[src/rtl/mmcf_pkg.sv]
package mmcf_pkg;
  localparam int BUS_BYTES = 4;
  localparam int BUS_W     = 8 * BUS_BYTES;

  typedef enum logic [1:0] {
    ACC_ONE  = 2'd0,
    ACC_TWO  = 2'd1,
    ACC_FOUR = 2'd2,
    ACC_WIDE = 2'd3
  } acc_size_e;

  // Number of bytes moved by an access of the given size code
  function automatic logic [2:0] acc_bytes(input logic [1:0] code);
    case (acc_size_e'(code))
      ACC_ONE: return 3'd1;
      ACC_TWO: return 3'd2;
      default: return 3'd4;
    endcase
  endfunction
endpackage

[src/rtl/mmcf_tx_buf.sv]
module mmcf_tx_buf
  import mmcf_pkg::*;
#(
  parameter int DEPTH = 32,
  localparam int PTR_W = $clog2(DEPTH),
  localparam int LVL_W = PTR_W + 1
) (
  input  logic              clk,
  input  logic              rst,
  input  logic              clr,
  input  logic              flip,
  input  logic              push_en,
  input  logic [2:0]        push_n,
  input  logic [BUS_W-1:0]  push_data,
  input  logic              pop,
  output logic [7:0]        head,
  output logic [LVL_W-1:0]  level
);
  // Double-sized store: the half bit selects the live half
  logic [7:0]       mem [2*DEPTH];
  logic             half;
  logic [PTR_W-1:0] wr_ptr, rd_ptr;
  logic [LVL_W-1:0] room;
  logic [2:0]       n_acc;
  logic [7:0]       lane_byte [BUS_BYTES];

  always_comb begin
    room  = LVL_W'(DEPTH) - level;
    n_acc = 3'd0;
    if (push_en)
      n_acc = (LVL_W'(push_n) > room) ? room[2:0] : push_n;
  end

  // Byte k of the push comes from lane push_n-1-k
  generate
    for (genvar k = 0; k < BUS_BYTES; k++) begin : g_lane
      logic [1:0] src_lane;
      always_comb begin
        src_lane     = 2'(push_n - 3'd1 - 3'(k));
        lane_byte[k] = push_data[8*src_lane +: 8];
      end
    end
  endgenerate

  always_ff @(posedge clk) begin
    if (!clr && !flip) begin
      for (int k = 0; k < BUS_BYTES; k++) begin
        if (3'(k) < n_acc)
          mem[{half, wr_ptr + PTR_W'(k)}] <= lane_byte[k];
      end
    end
  end

  always_ff @(posedge clk) begin
    if (rst) begin
      half   <= 1'b0;
      wr_ptr <= '0;
      rd_ptr <= '0;
      level  <= '0;
    end else if (flip) begin
      half   <= ~half;
      wr_ptr <= rd_ptr;
      level  <= '0;
    end else if (clr) begin
      wr_ptr <= rd_ptr;
      level  <= '0;
    end else begin
      wr_ptr <= wr_ptr + PTR_W'(n_acc);
      rd_ptr <= rd_ptr + PTR_W'(pop);
      level  <= level + LVL_W'(n_acc) - LVL_W'(pop);
    end
  end

  assign head = mem[{half, rd_ptr}];
endmodule

[src/rtl/mmcf_rx_buf.sv]
module mmcf_rx_buf
  import mmcf_pkg::*;
#(
  parameter int DEPTH = 32,
  localparam int PTR_W = $clog2(DEPTH),
  localparam int LVL_W = PTR_W + 1
) (
  input  logic              clk,
  input  logic              rst,
  input  logic              clr,
  input  logic              push,
  input  logic [7:0]        push_byte,
  input  logic              pop_en,
  input  logic [2:0]        pop_n,
  output logic [BUS_W-1:0]  rdata,
  output logic [LVL_W-1:0]  level
);
  logic [7:0]       mem [DEPTH];
  logic [PTR_W-1:0] wr_ptr, rd_ptr;
  logic [2:0]       n_take;
  logic [2:0]       idx;
  logic [7:0]       lane_val [BUS_BYTES];
  logic [BUS_W-1:0] packed_val;

  always_comb begin
    n_take = 3'd0;
    if (pop_en)
      n_take = (LVL_W'(pop_n) > level) ? level[2:0] : pop_n;
    idx = 3'd0;
    for (int j = 0; j < BUS_BYTES; j++) begin
      lane_val[j] = 8'h00;
      if (3'(j) < pop_n) begin
        idx = pop_n - 3'd1 - 3'(j);
        if (idx < n_take)
          lane_val[j] = mem[rd_ptr + PTR_W'(idx)];
      end
    end
  end

  generate
    for (genvar j = 0; j < BUS_BYTES; j++) begin : g_pack
      assign packed_val[8*j +: 8] = lane_val[j];
    end
  endgenerate

  always_ff @(posedge clk) begin
    if (push && !clr)
      mem[wr_ptr] <= push_byte;
  end

  always_ff @(posedge clk) begin
    if (rst) begin
      wr_ptr <= '0;
      rd_ptr <= '0;
      level  <= '0;
      rdata  <= '0;
    end else begin
      if (pop_en)
        rdata <= packed_val;
      if (clr) begin
        rd_ptr <= wr_ptr;
        level  <= '0;
      end else begin
        wr_ptr <= wr_ptr + PTR_W'(push);
        rd_ptr <= rd_ptr + PTR_W'(n_take);
        level  <= level + LVL_W'(push) - LVL_W'(n_take);
      end
    end
  end
endmodule

[src/rtl/mmcf_xfer_ctrl.sv]
module mmcf_xfer_ctrl #(
  parameter int BLKLEN_W = 12,
  parameter int NBLK_W   = 16,
  localparam int CNT_W   = BLKLEN_W + NBLK_W
) (
  input  logic                clk,
  input  logic                rst,
  input  logic                start,
  input  logic                start_wr,
  input  logic [BLKLEN_W-1:0] blk_len,
  input  logic [NBLK_W-1:0]   blk_cnt,
  input  logic                moved,
  output logic                active,
  output logic                wr_mode,
  output logic                rem_nz,
  output logic                data_done,
  output logic                prog_done
);
  logic [CNT_W-1:0] remaining;

  always_ff @(posedge clk) begin
    if (rst) begin
      remaining <= '0;
      active    <= 1'b0;
      wr_mode   <= 1'b0;
      data_done <= 1'b0;
      prog_done <= 1'b0;
    end else begin
      data_done <= 1'b0;
      prog_done <= 1'b0;
      if (start) begin
        remaining <= CNT_W'(blk_cnt) * CNT_W'(blk_len);
        active    <= 1'b1;
        wr_mode   <= start_wr;
      end else if (active) begin
        if (remaining == '0) begin
          active    <= 1'b0;
          data_done <= 1'b1;
          prog_done <= wr_mode;
        end else if (moved) begin
          remaining <= remaining - CNT_W'(1);
        end
      end
    end
  end

  assign rem_nz = (remaining != '0);
endmodule

[src/rtl/mmc_byte_fifo_pair.sv]
module mmc_byte_fifo_pair
  import mmcf_pkg::*;
#(
  parameter int DEPTH    = 32,
  parameter int BLKLEN_W = 12,
  parameter int NBLK_W   = 16,
  localparam int LVL_W   = $clog2(DEPTH) + 1
) (
  input  logic                clk,
  input  logic                rst,
  input  logic                xfer_start,
  input  logic                xfer_to_card,
  input  logic [BLKLEN_W-1:0] blk_len,
  input  logic [NBLK_W-1:0]   blk_cnt,
  input  logic                tx_wr_en,
  input  logic [1:0]          tx_size,
  input  logic [31:0]         tx_wdata,
  input  logic                part_flush,
  input  logic                rx_rd_en,
  input  logic [1:0]          rx_size,
  output logic [31:0]         rx_rdata,
  output logic [7:0]          tx_card_data,
  output logic                tx_card_valid,
  input  logic                tx_card_ready,
  input  logic [7:0]          rx_card_data,
  input  logic                rx_card_valid,
  output logic                rx_card_ready,
  output logic                tx_req,
  output logic                rx_req,
  output logic                data_done,
  output logic                prog_done,
  output logic                xfer_active
);
  logic             wr_mode, rem_nz;
  logic             tx_pop, rx_accept;
  logic [LVL_W-1:0] tx_level, rx_level;

  mmcf_xfer_ctrl #(.BLKLEN_W(BLKLEN_W), .NBLK_W(NBLK_W)) u_ctrl (
    .clk       (clk),
    .rst       (rst),
    .start     (xfer_start),
    .start_wr  (xfer_to_card),
    .blk_len   (blk_len),
    .blk_cnt   (blk_cnt),
    .moved     (tx_pop | rx_accept),
    .active    (xfer_active),
    .wr_mode   (wr_mode),
    .rem_nz    (rem_nz),
    .data_done (data_done),
    .prog_done (prog_done)
  );

  mmcf_tx_buf #(.DEPTH(DEPTH)) u_tx (
    .clk       (clk),
    .rst       (rst),
    .clr       (xfer_start),
    .flip      (part_flush),
    .push_en   (tx_wr_en),
    .push_n    (acc_bytes(tx_size)),
    .push_data (tx_wdata),
    .pop       (tx_pop),
    .head      (tx_card_data),
    .level     (tx_level)
  );

  mmcf_rx_buf #(.DEPTH(DEPTH)) u_rx (
    .clk       (clk),
    .rst       (rst),
    .clr       (xfer_start),
    .push      (rx_accept),
    .push_byte (rx_card_data),
    .pop_en    (rx_rd_en),
    .pop_n     (acc_bytes(rx_size)),
    .rdata     (rx_rdata),
    .level     (rx_level)
  );

  assign tx_card_valid = xfer_active && wr_mode && rem_nz && (tx_level != '0);
  assign tx_pop        = tx_card_valid && tx_card_ready;
  assign rx_card_ready = xfer_active && !wr_mode && rem_nz && (rx_level < LVL_W'(DEPTH));
  assign rx_accept     = rx_card_ready && rx_card_valid;

  always_ff @(posedge clk) begin
    if (rst) begin
      tx_req <= 1'b0;
      rx_req <= 1'b0;
    end else begin
      if (tx_wr_en)
        tx_req <= 1'b0;
      else if (xfer_active && wr_mode && rem_nz)
        tx_req <= 1'b1;
      rx_req <= (rx_req && !rx_rd_en) || rx_accept;
    end
  end
endmodule

[config.mk]
export PLATFORM = sky130hd
export DESIGN_NAME = mmc_byte_fifo_pair
export DESIGN_NICKNAME = d
export VERILOG_FILES = /design/src/rtl/mmcf_pkg.sv /design/src/rtl/mmcf_tx_buf.sv /design/src/rtl/mmcf_rx_buf.sv /design/src/rtl/mmcf_xfer_ctrl.sv /design/src/rtl/mmc_byte_fifo_pair.sv
export SDC_FILE = /design/constraint.sdc
export NUM_CORES = 2
export LEC_CHECK = 0
export BUFFER_PORTS_ARGS = -buffer_cell sky130_fd_sc_hd__buf_2
export CORE_ASPECT_RATIO = 1.4
export CORE_MARGIN = 2
export CORE_UTILIZATION = 45
export DETAILED_ROUTE_END_ITERATION = 6
export GPL_TIMING_DRIVEN = 0
export PLACE_DENSITY_LB_ADDON = 0.2
export REMOVE_ABC_BUFFERS = 1
export SYNTH_ARGS = -nofsm -noshare
export SYNTH_HDL_FRONTEND = slang
export SYNTH_SLANG_ARGS = --single-unit
[constraint.sdc]
create_clock -name clk -period 9.15 [get_ports clk]
set_input_delay 1.83 -clock clk [delete_from_list [all_inputs] [get_ports clk]]
set_output_delay 1.83 -clock clk [all_outputs]
set_load 0.01 [all_outputs]
# Word level (Yosys, flattened, before mapping)
# Memories as Yosys holds them, arrays and structs flattened.
# Index checks and enable logic that the tools add are counted.
[op_classes]
n_shift = 4
n_reduce_logical = 30
add_sub_neg = 25
eq_ne = 3
order_cmp = 15
bitwise_logic = 6
mux = 39
mul = 1
[ops]
columns = ["operator", "n"]
rows = [
  ["$shiftx A32 B6 Y8", 4],
  ["$mux W28", 4],
  ["$mux W8", 8],
  ["$add A5 B3 Y5", 6],
  ["$logic_not A28 Y1", 1],
  ["$mul A16 B12 Y28", 1],
  ["$reduce_bool A28 Y1", 1],
  ["$sub A28 B1 Y28 const B", 1],
  ["$mux W1", 18],
  ["$mux W5", 3],
  ["$gt A3 B6 Y1", 2],
  ["$lt A1 B3 Y1 const A", 4],
  ["$lt A2 B3 Y1 const A", 4],
  ["$lt A3 B3 Y1", 4],
  ["$mux W3", 4],
  ["$pmux W3 S2", 2],
  ["$logic_and A1 B1 Y1", 11],
  ["$add A5 B1 Y5", 2],
  ["$add A5 B2 Y5 const B", 2],
  ["$add A6 B1 Y6", 1],
  ["$add A6 B3 Y6", 1],
  ["$lt A6 B6 Y1 const B", 1],
  ["$reduce_bool A6 Y1", 1],
  ["$reduce_or A3 Y1", 2],
  ["20 further kinds", 35],
]
[totals]
ram_bits = 768
out_inout_bits = 47
memories = 2
elab_cells = 140
input_bits = 81
regBits = 99
[mem_list]
columns = ["memory", "depth", "word_bits", "read_ports", "rd_ports_with_merged_regs", "write_ports", "line_no", "text"]
rows = [
  ["u_tx.mem", 64, 8, 1, 0, 4, "mmcf_tx_buf.sv:20", "logic [7:0] mem [2*DEPTH];"],
  ["u_rx.mem", 32, 8, 4, 0, 1, "mmcf_rx_buf.sv:18", "logic [7:0] mem [DEPTH];"],
]

# Logic depth before layout (Yosys ltp)
[depth]
ltp_word = 10
depth_mapped = 22

# Hierarchy
# Synthesis repeated with hierarchy kept, for this count alone.
[hier_totals]
cells_unflattened = 6376
area_unflattened_um2 = 68124.1
[by_module_without_submodules]
columns = ["mod", "cells_each", "seq_area_each_um2", "area_per_inst_um2", "instances"]
rows = [
  ["mmcf_tx_buf", 4125, 15715.1, 41143.2, 1],
  ["mmcf_rx_buf", 1239, 8648.3, 18799.3, 1],
  ["mmcf_xfer_ctrl", 991, 640.6, 8022.7, 1],
  ["mmc_byte_fifo_pair", 21, 40.0, 158.9, 1],
]

# Least setup slack after synthesis
# OpenSTA, ideal clock, no wires.
[synth_timing]
path_type = "input to register"
start = "input port blk_len[3]"
end = "register u_ctrl.remaining[19]"
setup_ns = 0.115
setup_slack_ns = 2.235
required_ns = 9.035
t_arrival_ns = 6.800
path_buffers = 1
path_stages = 19
path_cell_list = "clkbuf_1 nand2_1 fa_1 fa_1 inv_1 fa_1 fa_1 inv_1 fa_1 inv_1 ha_1 and3_1 and2_1 a2111oi_0 nor4b_1 o21a_1 o21ai_0 mux2i_1 a2111oi_0"
[synth_via]
elab_chain_cells = 2
[synth_rtl]
columns = ["element", "line_no", "text"]
rows = [
  ["start: declaration", "mmc_byte_fifo_pair.sv:13", "input logic [BLKLEN_W-1:0] blk_len,"],
  ["$mul A16 B12 Y28", "mmcf_xfer_ctrl.sv:32", "remaining <= CNT_W'(blk_cnt) * CNT_W'(blk_len);"],
  ["$mux W28", "mmcf_xfer_ctrl.sv:31", "if (start) begin"],
  ["end signal: assignment", "mmcf_xfer_ctrl.sv:32", ""],
  ["end signal: assignment", "mmcf_xfer_ctrl.sv:41", "remaining <= remaining - CNT_W'(1);"],
  ["end: declaration", "mmcf_xfer_ctrl.sv:19", "logic [CNT_W-1:0] remaining;"],
]
# Every way passes these cells.
# A chain may end at the register's enable or synchronous reset.

==> results.md <==
- Final setup viols: 0
- Initial DRC count: between 10,000 and 15,000
- Initial antenna violation count: 36
- Fmax: about 0.13 GHz
- Post-CTS Hold Buffers: 0
- # rows: around 160
- Slew HR: -12.7%
- Least-Margin Pin Slew: approximately 1700 ps
- Worst-path clk slew: ~60 ps
- Clock Skew: between 50 and 60 ps
- Routed WL: roughly 300 mm
- Gr usage total: about 40%
- Leakage Power: ~24 nW
- CTS tree: yes
- RSZ-0062 raised after global routing: no
- PwrDens: 192 nW/um^2
- Residual DRC: between 100 and 150
- Reg2reg start: u_tx.wr_ptr[4]
- Top cells by count, synth: 887 x nand2_1, 768 x edfxtp_1, 448 x nor2_1, 424 x o22ai_1, 416 x clkbuf_1
- Yosys top cell by area: edfxtp_1
- Failing checks: DRC, capacitance limit, slew limit
- Inserted Clock Buffers: 93
- DR vias/cell: 7.57
- Maximum VDD drop: about 0.21 mV
- Top cell type's share of synthesized area: between 30% and 40%
- Port Buf Inserts: 127
- First-pass GRT wire length: ~420 mm
- Primary FF master, synth: edfxtp_1
- FF-to-FF End: u_tx.mem[7][6]
- Synthesized cell area: 63,300 sq um
- HPWL Detailed: 211 mm
- Hold Vio Cnt, Final: 0
- Crit path capture type: flop
- Total Power: 0.0137 W
- Distinct cell type count after synthesis: slightly below 80
- CTS H-Tree Depth: 3
- Final worst slack: approximately 1300 ps
- Area delta synth->final: 12.8%
- Final cell count without fillers: between 7,000 and 8,000
- Count leader, synth: nand2_1
- TritonCTS Sinks: 867
- Reg2Reg Depth: 6
- Layout Nets: between 6,000 and 7,000
- Post-synthesis sequential area ratio: 39.6%
- Placed instance area: a little under 70,000 sq um
- Placed Cells: about 7,700
- Design area: about 70,000 sq um
- Pre-CTS worst setup slack: about 670 ps
- I/O pin count: between 100 and 150
- CTS max path bufs: 3
- Worst Hold Class: flop to flop
- # fillers: 12,300
- Max Slew Vio Count: just under 80
- Dominant cells by area after synthesis: edfxtp_1 36%, mux4_2 12%, nand2_1 5.3%
- Reg2reg setup slack: between 2000 and 3000 ps
- Setup bufs post-CTS: 0
- Startpoint Class: input port
- Fraction of layout cells with a size suffix above 1: a little under a fifth
- Worst-Skew Late Latency: ~800 ps
- Final worst-path cycle share: 85.4%
- Final Critical Period: 7820 ps
- Critical Path RT: between 9000 and 10,000 ps
- Asr flop ratio synth: 0%
- Warnings from Yosys: 0
- CTS Root Cell: clkbuf_16
- Min-delay src: u_rx.rdata[11]
- Status: finished with violations
- RD Place Congestion: about 1.1
- Chip height: between 400 and 500 um
- Hold Crit Depth: 2
- Crit Path Max Fanout: 50
- Via count: 59,900
- Setup TNS: 0 ps
- Critical path class: input port to flop
- Number of flops mapped to enable cells by yosys: 768
- Grt total ovfl: 0
- Initial core utilization: 45.4%
- Hold Path Sink: u_rx.rdata[11]
- Critical Path AT: ~8200 ps
- Max Cap Viol: 9
- Core ar.: around 140,000 sq um
- Vias in the first global route: roughly 56,000
- ANT nets after route: 0
- Drt wl/cell: ~37 um
- DR pass1 iterations: 7
- Avg Inst Size Synth: about 10 sq um
- Largest net degree at the start of global routing: roughly 70
- Mapped Cells: just over 6,000
- Post-CTS Resized: 0
- Die W: 321 um
- Full die area: around 140,000 sq um
- #FFs+latches synth: around 870
## worst max path at each step
stage | start | to | slack [ps] | cells after the start
floorplan | rx_size[0] | u_rx.rdata[6] | -1390 | 13
global placement | rx_size[1] | u_rx.rdata[4] | -7490 | 14
detailed placement | tx_size[1] | u_tx.mem[59][5] | 670 | 13
CTS | tx_size[1] | u_tx.mem[59][5] | 1450 | 13
global route | tx_size[1] | u_tx.mem[59][5] | 1020 | 13
finish | tx_size[1] | u_tx.mem[61][5] | 1330 | 12
## power breakdown
| part | internal, W | switching (W) |
|---|---|---|
| registers | 0.00444 | 0.0000737 |
| logic | 0.00195 | 0.00303 |
| clock network | 0.00231 | 0.00188 |
## worst max-delay path: stages
cell and delay (ps):
buf_2 780, nor2b_1 320, inv_1 170, ha_2 240, ha_1 250, nand3_1 80, o221ai_1 160, a221oi_4 470
mux2_2 480, a211oi_1 700, nand3_1 1200, o21ai_0 1460
## area by class of cell
class	count	area (sq um)	area share, %
well taps	1804	2260	3.16
clock buffers	105	2390	3.35
inverters	241	905	1.27
diodes	27	67.6	0.0946
clock inverters	70	892	1.25
flip-flops and latches	867	25100	35.1
multi-input cells	4518	36200	50.7
repair buffers	277	3630	5.09
## state kept, by name, indices dropped and copies added, names as in the netlist
register	count
u_tx.level	6
rx_req	1
u_tx.mem	512
u_rx.rd_ptr	5
tx_req	1
u_rx.rdata	32
u_tx.half	1
u_ctrl.remaining	28
u_ctrl.prog_done	1
u_rx.wr_ptr	5
u_ctrl.wr_mode	1
u_rx.level	6
u_ctrl.active	1
u_ctrl.data_done	1
u_tx.rd_ptr	5
u_tx.wr_ptr	5
u_rx.mem	256
## metrics by stage
step / util [%] / hold slack [ps]
floorplan: - / 463
global placement: 46.1 / 422
detailed placement: 48.7 / 425
CTS: 51.1 / 435
global route: 51.2 / 453
finish: 51.2 / 434
## kinds of logic after synthesis
group	count (synthesis)	synth area share, %
and+or+nand+nor	1912	13.3
AOI/OAI and AO/OA	1734	19.7
DFF	867	39.6
buffers and inverters	725	4.35
muxes	505	14.6
adders and majority gates	276	7.21
xor gates and xnor gates	91	1.26
## layout by cell type, fill, tap and decap left out, drive strengths merged, types with 128 or more instances in the layout
cell / Yosys / routed
fa: 148 / 148
a22oi: 250 / 250
a21oi: 316 / 316
inv: 240 / 244
mux2i: 142 / 142
nand3: 202 / 202
nor2: 451 / 451
nand2: 889 / 889
o221a: 155 / 155
edfxtp: 768 / 768
buf: 68 / 277
o22ai: 424 / 424
ha: 128 / 128
mux4: 333 / 333
## layer usage
metal / routed length, um / vias to the layer above / GRT usage (%)
met2: 129000 / 5553 / 61.0
met3: 39200 / 1737 / 13.8
met1: 93900 / 29000 / 45.4
met4: 32800 / 34 / 35.7
li1: - / 23600 / -
met5: 263 / - / 0.171
Note: power is estimated with default switching activity, not from simulation.
